### src/rtl/regbus_bridge_pkg.sv
package regbus_bridge_pkg;

    localparam int IDX_W = 32;

    localparam logic [IDX_W-1:0] CHIP_ID_IDX = 32'h000F_000F;

    // indices intercepted for both reads (return zero) and writes (discarded)
    localparam int N_SHARED = 24;
    localparam logic [IDX_W-1:0] SHARED_LIST [N_SHARED] = '{
        32'h0009_0012, 32'h0009_0013, 32'h0009_0018, 32'h000F_0033,
        32'h000F_0034, 32'h0101_0C00, 32'h0101_0C03, 32'h0102_0013,
        32'h0102_0014, 32'h0201_0828, 32'h0201_082A, 32'h0201_0841,
        32'h0201_0842, 32'h0201_3028, 32'h0201_302A, 32'h0201_3801,
        32'h0201_3802, 32'h0202_0007, 32'h0202_0009, 32'h0202_000F,
        32'h0401_0828, 32'h0401_082A, 32'h0401_0841, 32'h0401_0842
    };

    // indices that read as zero but whose writes are forwarded
    localparam int N_RD_ONLY = 3;
    localparam logic [IDX_W-1:0] RD_ONLY_LIST [N_RD_ONLY] = '{
        32'h0001_8002, 32'h0201_3F01, 32'h0201_3F05
    };

    // indices whose writes are discarded but whose reads are forwarded
    localparam int N_WR_ONLY = 4;
    localparam logic [IDX_W-1:0] WR_ONLY_LIST [N_WR_ONLY] = '{
        32'h0101_0C01, 32'h0101_0C02, 32'h0101_0C04, 32'h0101_0C05
    };

    typedef enum logic [1:0] {
        ST_IDLE = 2'd0,
        ST_DOWN = 2'd1,
        ST_RESP = 2'd2
    } br_state_e;

    localparam int STAT_DONE = 0;
    localparam int STAT_FAIL = 1;

endpackage

### src/rtl/regbus_addr_xlate.sv
module regbus_addr_xlate #(
    parameter int HADDR_W    = 40,
    parameter int IDX_W      = 32,
    parameter int XLATE_MODE = 0
) (
    input  logic [HADDR_W-1:0] haddr,
    output logic [IDX_W-1:0]   idx
);
    logic unused_haddr;
    assign unused_haddr = ^haddr;

    generate
        if (XLATE_MODE == 1) begin : g_gapped
            // bit 7 skipped: low nibble from [6:3], rest from [IDX_W+3:8]
            assign idx = {haddr[IDX_W+3:8], haddr[6:3]};
        end else begin : g_linear
            assign idx = haddr[IDX_W+2:3];
        end
    endgenerate

    initial begin
        assert (HADDR_W >= IDX_W + 4)
            else $error("host address too narrow for translation");
    end
endmodule

### src/rtl/regbus_intercept.sv
module regbus_intercept
    import regbus_bridge_pkg::*;
(
    input  logic [IDX_W-1:0] idx,
    output logic             rd_hit,
    output logic             wr_hit,
    output logic             rd_is_id
);
    logic [N_SHARED-1:0]  shared_m;
    logic [N_RD_ONLY-1:0] rdonly_m;
    logic [N_WR_ONLY-1:0] wronly_m;

    generate
        for (genvar i = 0; i < N_SHARED; i++) begin : g_shared
            assign shared_m[i] = (idx == SHARED_LIST[i]);
        end
        for (genvar i = 0; i < N_RD_ONLY; i++) begin : g_rdonly
            assign rdonly_m[i] = (idx == RD_ONLY_LIST[i]);
        end
        for (genvar i = 0; i < N_WR_ONLY; i++) begin : g_wronly
            assign wronly_m[i] = (idx == WR_ONLY_LIST[i]);
        end
    endgenerate

    assign rd_is_id = (idx == CHIP_ID_IDX);
    assign rd_hit   = rd_is_id | (|shared_m) | (|rdonly_m);
    assign wr_hit   = rd_is_id | (|shared_m) | (|wronly_m);
endmodule

### src/rtl/regbus_status.sv
module regbus_status (
    input  logic       clk,
    input  logic       rst_n,
    input  logic       set_done,
    input  logic       set_fail,
    input  logic [1:0] stat_clr,
    output logic [1:0] stat_q
);
    logic [1:0] stat_d;

    always_comb begin
        stat_d = (stat_q & ~stat_clr) | {set_fail, set_done};
    end

    always_ff @(posedge clk) begin
        if (!rst_n) stat_q <= 2'b00;
        else        stat_q <= stat_d;
    end

    // without a clear request no bit ever drops
    assert_sticky_R8: assert property (@(posedge clk) disable iff (!rst_n)
        (stat_clr == 2'b00) |=> ((stat_q & $past(stat_q)) == $past(stat_q)));

    // a failure is always reported together with completion
    assert_fail_with_done_R6: assert property (@(posedge clk) disable iff (!rst_n)
        set_fail |-> set_done);

    // a set in the same cycle as its clear survives
    assert_set_wins_R10: assert property (@(posedge clk) disable iff (!rst_n)
        (set_done && stat_clr[0]) |=> stat_q[0]);
endmodule

### src/rtl/regbus_bridge.sv
module regbus_bridge
    import regbus_bridge_pkg::*;
#(
    parameter int          HADDR_W    = 40,
    parameter int          XLATE_MODE = 0,
    parameter int          TIMEOUT    = 1024,
    parameter logic [63:0] CHIP_ID    = 64'h0000_0000_220D_1049
) (
    input  logic                 clk,
    input  logic                 rst_n,
    input  logic                 h_valid,
    output logic                 h_ready,
    input  logic                 h_write,
    input  logic [HADDR_W-1:0]   h_addr,
    input  logic [3:0]           h_size,
    input  logic [63:0]          h_wdata,
    input  logic                 h_core_ctx,
    output logic                 h_rvalid,
    output logic [63:0]          h_rdata,
    output logic                 h_rerr,
    output logic [1:0]           stat,
    input  logic [1:0]           stat_clr,
    output logic                 d_req,
    output logic                 d_write,
    output logic [IDX_W+2:0]     d_addr,
    output logic [63:0]          d_wdata,
    input  logic                 d_ack,
    input  logic                 d_err,
    input  logic [63:0]          d_rdata
);
    localparam int CNT_W = $clog2(TIMEOUT + 1);
    localparam logic [CNT_W-1:0] CNT_LAST = CNT_W'(TIMEOUT - 1);

    typedef struct packed {
        br_state_e        st;
        logic [IDX_W-1:0] idx;
        logic             wr;
        logic [63:0]      wdata;
        logic             ctx;
        logic [63:0]      rdata;
        logic             err;
        logic [CNT_W-1:0] cnt;
    } br_regs_t;

    br_regs_t q, d;

    logic [IDX_W-1:0] idx_w;
    logic             rd_hit, wr_hit, rd_is_id;
    logic             set_done, set_fail;

    regbus_addr_xlate #(
        .HADDR_W   (HADDR_W),
        .IDX_W     (IDX_W),
        .XLATE_MODE(XLATE_MODE)
    ) u_xlate (
        .haddr(h_addr),
        .idx  (idx_w)
    );

    regbus_intercept u_icpt (
        .idx     (idx_w),
        .rd_hit  (rd_hit),
        .wr_hit  (wr_hit),
        .rd_is_id(rd_is_id)
    );

    regbus_status u_stat (
        .clk     (clk),
        .rst_n   (rst_n),
        .set_done(set_done),
        .set_fail(set_fail),
        .stat_clr(stat_clr),
        .stat_q  (stat)
    );

    always_comb begin
        d        = q;
        set_done = 1'b0;
        set_fail = 1'b0;
        unique case (q.st)
            ST_IDLE: begin
                if (h_valid) begin
                    d.wr    = h_write;
                    d.idx   = idx_w;
                    d.wdata = h_wdata;
                    d.ctx   = h_core_ctx;
                    d.cnt   = '0;
                    d.err   = 1'b0;
                    d.rdata = '0;
                    if (h_size != 4'd8) begin
                        d.err = 1'b1;
                        d.st  = ST_RESP;
                    end else if (h_write ? wr_hit : rd_hit) begin
                        d.rdata  = (!h_write && rd_is_id) ? CHIP_ID : 64'd0;
                        d.st     = ST_RESP;
                        set_done = h_core_ctx;
                    end else begin
                        d.st = ST_DOWN;
                    end
                end
            end
            ST_DOWN: begin
                if (d_ack) begin
                    d.st     = ST_RESP;
                    d.rdata  = (!q.wr && !d_err) ? d_rdata : 64'd0;
                    set_done = q.ctx;
                    set_fail = q.ctx && d_err;
                end else if (q.cnt == CNT_LAST) begin
                    d.st     = ST_RESP;
                    d.rdata  = '0;
                    set_done = q.ctx;
                    set_fail = q.ctx;
                end else begin
                    d.cnt = q.cnt + 1'b1;
                end
            end
            default: begin
                d.st = ST_IDLE;
            end
        endcase
    end

    always_ff @(posedge clk) begin
        if (!rst_n) begin
            q       <= '0;
            q.st    <= ST_IDLE;
        end else begin
            q <= d;
        end
    end

    assign h_ready  = (q.st == ST_IDLE);
    assign h_rvalid = (q.st == ST_RESP);
    assign h_rdata  = (q.st == ST_RESP) ? q.rdata : 64'd0;
    assign h_rerr   = (q.st == ST_RESP) && q.err;
    assign d_req    = (q.st == ST_DOWN);
    assign d_write  = q.wr;
    assign d_addr   = {q.idx, 3'b000};
    assign d_wdata  = q.wdata;

    // a wrong size goes straight to an error response
    assert_badsize_local_R1: assert property (@(posedge clk) disable iff (!rst_n)
        (h_valid && h_ready && h_size != 4'd8) |=> (!d_req && h_rvalid && h_rerr));

    // intercepted indices never reach the bus
    assert_local_nodown_R3: assert property (@(posedge clk) disable iff (!rst_n)
        (h_valid && h_ready && h_size == 4'd8 && (h_write ? wr_hit : rd_hit))
        |=> (!d_req && h_rvalid));

    // request held while no ack and the window is open
    assert_req_hold_R7: assert property (@(posedge clk) disable iff (!rst_n)
        (d_req && !d_ack && q.cnt != CNT_LAST) |=> d_req);

    // wait counter stays inside its window
    assert_cnt_bound_R7: assert property (@(posedge clk) disable iff (!rst_n)
        d_req |-> (q.cnt <= CNT_LAST));

    // one response per access, then ready again
    assert_one_resp_R11: assert property (@(posedge clk) disable iff (!rst_n)
        h_rvalid |=> (!h_rvalid && h_ready));

    // busy after accepting
    assert_busy_R11: assert property (@(posedge clk) disable iff (!rst_n)
        (h_valid && h_ready) |=> !h_ready);
endmodule

### config.mk
export PLATFORM = sky130hd
export DESIGN_NAME = regbus_bridge
export DESIGN_NICKNAME = d
export VERILOG_FILES = /design/src/rtl/regbus_bridge_pkg.sv /design/src/rtl/regbus_addr_xlate.sv /design/src/rtl/regbus_intercept.sv /design/src/rtl/regbus_status.sv /design/src/rtl/regbus_bridge.sv
export SDC_FILE = /design/constraint.sdc
export NUM_CORES = 1
export LEC_CHECK = 0
export CORE_MARGIN = 10
export CORE_UTILIZATION = 40
export CTS_CLUSTER_DIAMETER = 100
export CTS_CLUSTER_SIZE = 28
export DETAILED_ROUTE_END_ITERATION = 7
export PLACE_DENSITY = 0.79
export SLEW_MARGIN = 20
export SYNTH_ARGS = -nofsm -noshare
export SYNTH_HDL_FRONTEND = slang
export SYNTH_SLANG_ARGS = --single-unit
### constraint.sdc
create_clock -name clk -period 3.24 [get_ports clk]
set_input_delay 0.972 -clock clk [delete_from_list [all_inputs] [get_ports clk]]
set_output_delay 0.972 -clock clk [all_outputs]
set_load 0.05 [all_outputs]
==> results.cfg <==
[sta]
setup_ws_ns = 0.3019
hold_viol = 0
fin_crit_sh_pct = 90.68
fin_setup_tns_ns = 0
grt_setup_unrepaired = false
setup-violations-final = 0
period_minus_slack_ns = 2.938
maxSlewViolCount = 0
slew_headroom_pct = 55.57
finalClockSkew_ns = 0.01089
tightestPinTransition_ns = 0.6620
fmax_mhz = 340.4

[detailed_routing]
wire_per_inst_um = 18.33
postRouteAntennaNets = 0
drc_errors = 0
vias_per_cell = 5.086
wirelength_mm = 27.93
drtIter0Drc = 628
vias = 7751
dr.pass1.iters = 7

[setup_path]
r2r_cells = 7
required_ns = 2.27
crit_slowest_cell = inv_1
critPathKind = flop to output pin
crit_chain = inv_1, buf_4, and3_1, buf_12
r2r_setup_slack_ns = 0.95
crit_path_end_kind = output pin
worst_setup_path_start_kind = flop
path_max_fanout = 19
worst_ep_arrival_time_ns = 1.97
slowest_delay_ns = 0.47

[grt]
grt_pass1_wl_mm = 42.06
grtUsageTotal_pct = 19.20
overflow = 0
grt_pass1_vias = 7552
antenna_found_initial = 0
grt_start_max_net_pins = 104

[final_layout]
final_nets = 1418
syn2layout_area_growth_pct = 50.44
n_fill_cell = 1765
drive_above_1_share_pct = 12.18
post-route-util_pct = 60.86
finalInstanceArea_um2 = 12750

[cts]
postCtsResizedCells = 0
cts_sinks = 178
clk-insertion-delay-late_ns = 0.42
cts_tree = yes
clkTransAtPathRegs_ns = 0.06
postCtsHoldBufs = 0
cts_setup_buffers = 0
numCtsBuffers = 17
clockBufferDepth = 2
ctsRootBufferMaster = clkbuf_16
htree_levels = 4

[place]
post_dp_cell_area_um2 = 12150
gp_congestion = 0.8675
numPortBuffers = 339
dp_hpwl_mm = 20.56
dp_slack_ns = 0.01446

[die]
die_y_um = 165.6
dieArea_um2 = 27420
io_pins = 351
rows = 53
die-width_um = 165.6
start_util_pct = 40.45
core_area_um2 = 20960

[synth]
ys_seq_area_share_pct = 42.04
avgSynthCellArea_um2 = 8.352
synth_edf_count = 0
ys_types = 57
synth_area_um2 = 8477
yosys_most_used_dff = dfxtp_1
syn_inst = 1015
async_flop_share_pct = 0
ys_warn_count = 0
synth_seq_cells = 178

[run_status]
status = completed

[flow_run]
cap_violations = 0

[power_and_ir_drop]
leakagePower_nw = 4.810
p_per_area_nw_per_um2 = 427.9
ir_drop_mv = 0.3321

[hold_path]
hp-class = flop to flop
holdPathStages = 2
==> stage by stage <==
step	hold WS (ns)	cells	power [mW]
after floorplan	0.4259	1017	2.991
after global placement	0.4426	1492	3.369
after detailed placement	0.4415	1492	3.383
after CTS	0.4529	1523	5.530
after global routing	0.4855	1523	5.674
final	0.4515	1524	5.456
==> path summary, 6_finish.rpt <==
| check | start | end |
|---|---|---|
| worst max-delay path | q[174] | h_rdata[60] |
| worst min-delay path | q[10] | q[10] |
| worst max register to register | q[2] | q[12] |
| worst min register to register | q[10] | q[10] |
==> synthesized netlist by cell type, drive strengths merged (3+ instances only) <==
master / number / area share (%)
inv: 6 / 0.27
nor2b: 62 / 4.6
a21boi: 98 / 8.7
nor2: 26 / 1.2
a22oi: 55 / 5.5
nand4b: 5 / 0.52
nor3: 7 / 0.41
xor2: 4 / 0.41
a21oi: 15 / 0.89
dfxtp: 178 / 42
nand4: 9 / 0.66
or3: 4 / 0.30
nand3: 12 / 0.77
buf: 113 / 9.9
nor4: 6 / 0.44
nand2: 220 / 9.7
and2: 3 / 0.22
o21ai: 19 / 1.1
and3: 70 / 5.2
nor4b: 5 / 0.52
clkbuf: 58 / 2.6
and4: 3 / 0.34
a32oi: 3 / 0.31
==> metal layers <==
layer,up-vias,part of all wire (%),GRT usage [%]
met2,289,49,32.48
met4,0,1.6,5.706
met1,3637,40,22.85
met5,-,0,0
met3,26,9.1,5.925
li1,3799,-,-
==> where the power goes <==
group / internal, mW / switching, mW
clock network: 1.20 / 0.932
logic: 0.430 / 0.582
registers: 2.27 / 0.0428
==> cells in the final DEF (no fill, tap or decap), types with 7 or more instances in the layout <==
cell and count:
nand3_1 11, dfxtp_1 178, buf_4 29, a22oi_1 45, clkbuf_16 17, buf_12 72
nand4_1 9, nand2_1 219, a22oi_2 10, o21ai_0 18, a21oi_1 15, clkdlybuf4s50_1 270
nor2_1 24, and3_1 70, a21boi_0 98, nor3_1 7, nor2b_1 62
==> final cells by class <==
class                           count  area (µm²)  area share [%]
Antenna cell                        1       2.502         0.01962
Clock buffer                       20       456.7           3.581
Clock inverter                     11       141.4           1.109
Inverter                            6       22.52          0.1766
Multi-Input combinational cell    662        3860           30.27
Sequential cell                   178        3563           27.94
Tap cell                          275       344.1           2.698
Timing Repair Buffer              371        4362           34.20
==> state kept, by name, indices dropped and copies added, names as in the netlist <==
signal,cells
u_stat.stat_q,2
d_write,1
d_wdata,64
q,79
d_addr,32
==> critical path: cells and delay by family, from the launching register on <==
family / cells / cell delay, ns
buffers and inverters: 3 / 0.95
and+or+nand+nor: 1 / 0.26
DFF: 1 / 0.34
==> cell families after synthesis <==
family / count (synthesis) / synth area share (%)
flops: 178 / 42.04
compound gates: 209 / 18.36
buf+inv: 177 / 12.78
mux: 1 / 0.1181
simple gates: 442 / 25.89
other cells: 1 / 0.04424
xor+xnor: 6 / 0.6199
fa+ha+maj: 1 / 0.1476
Power figures use the tool's default switching activity.
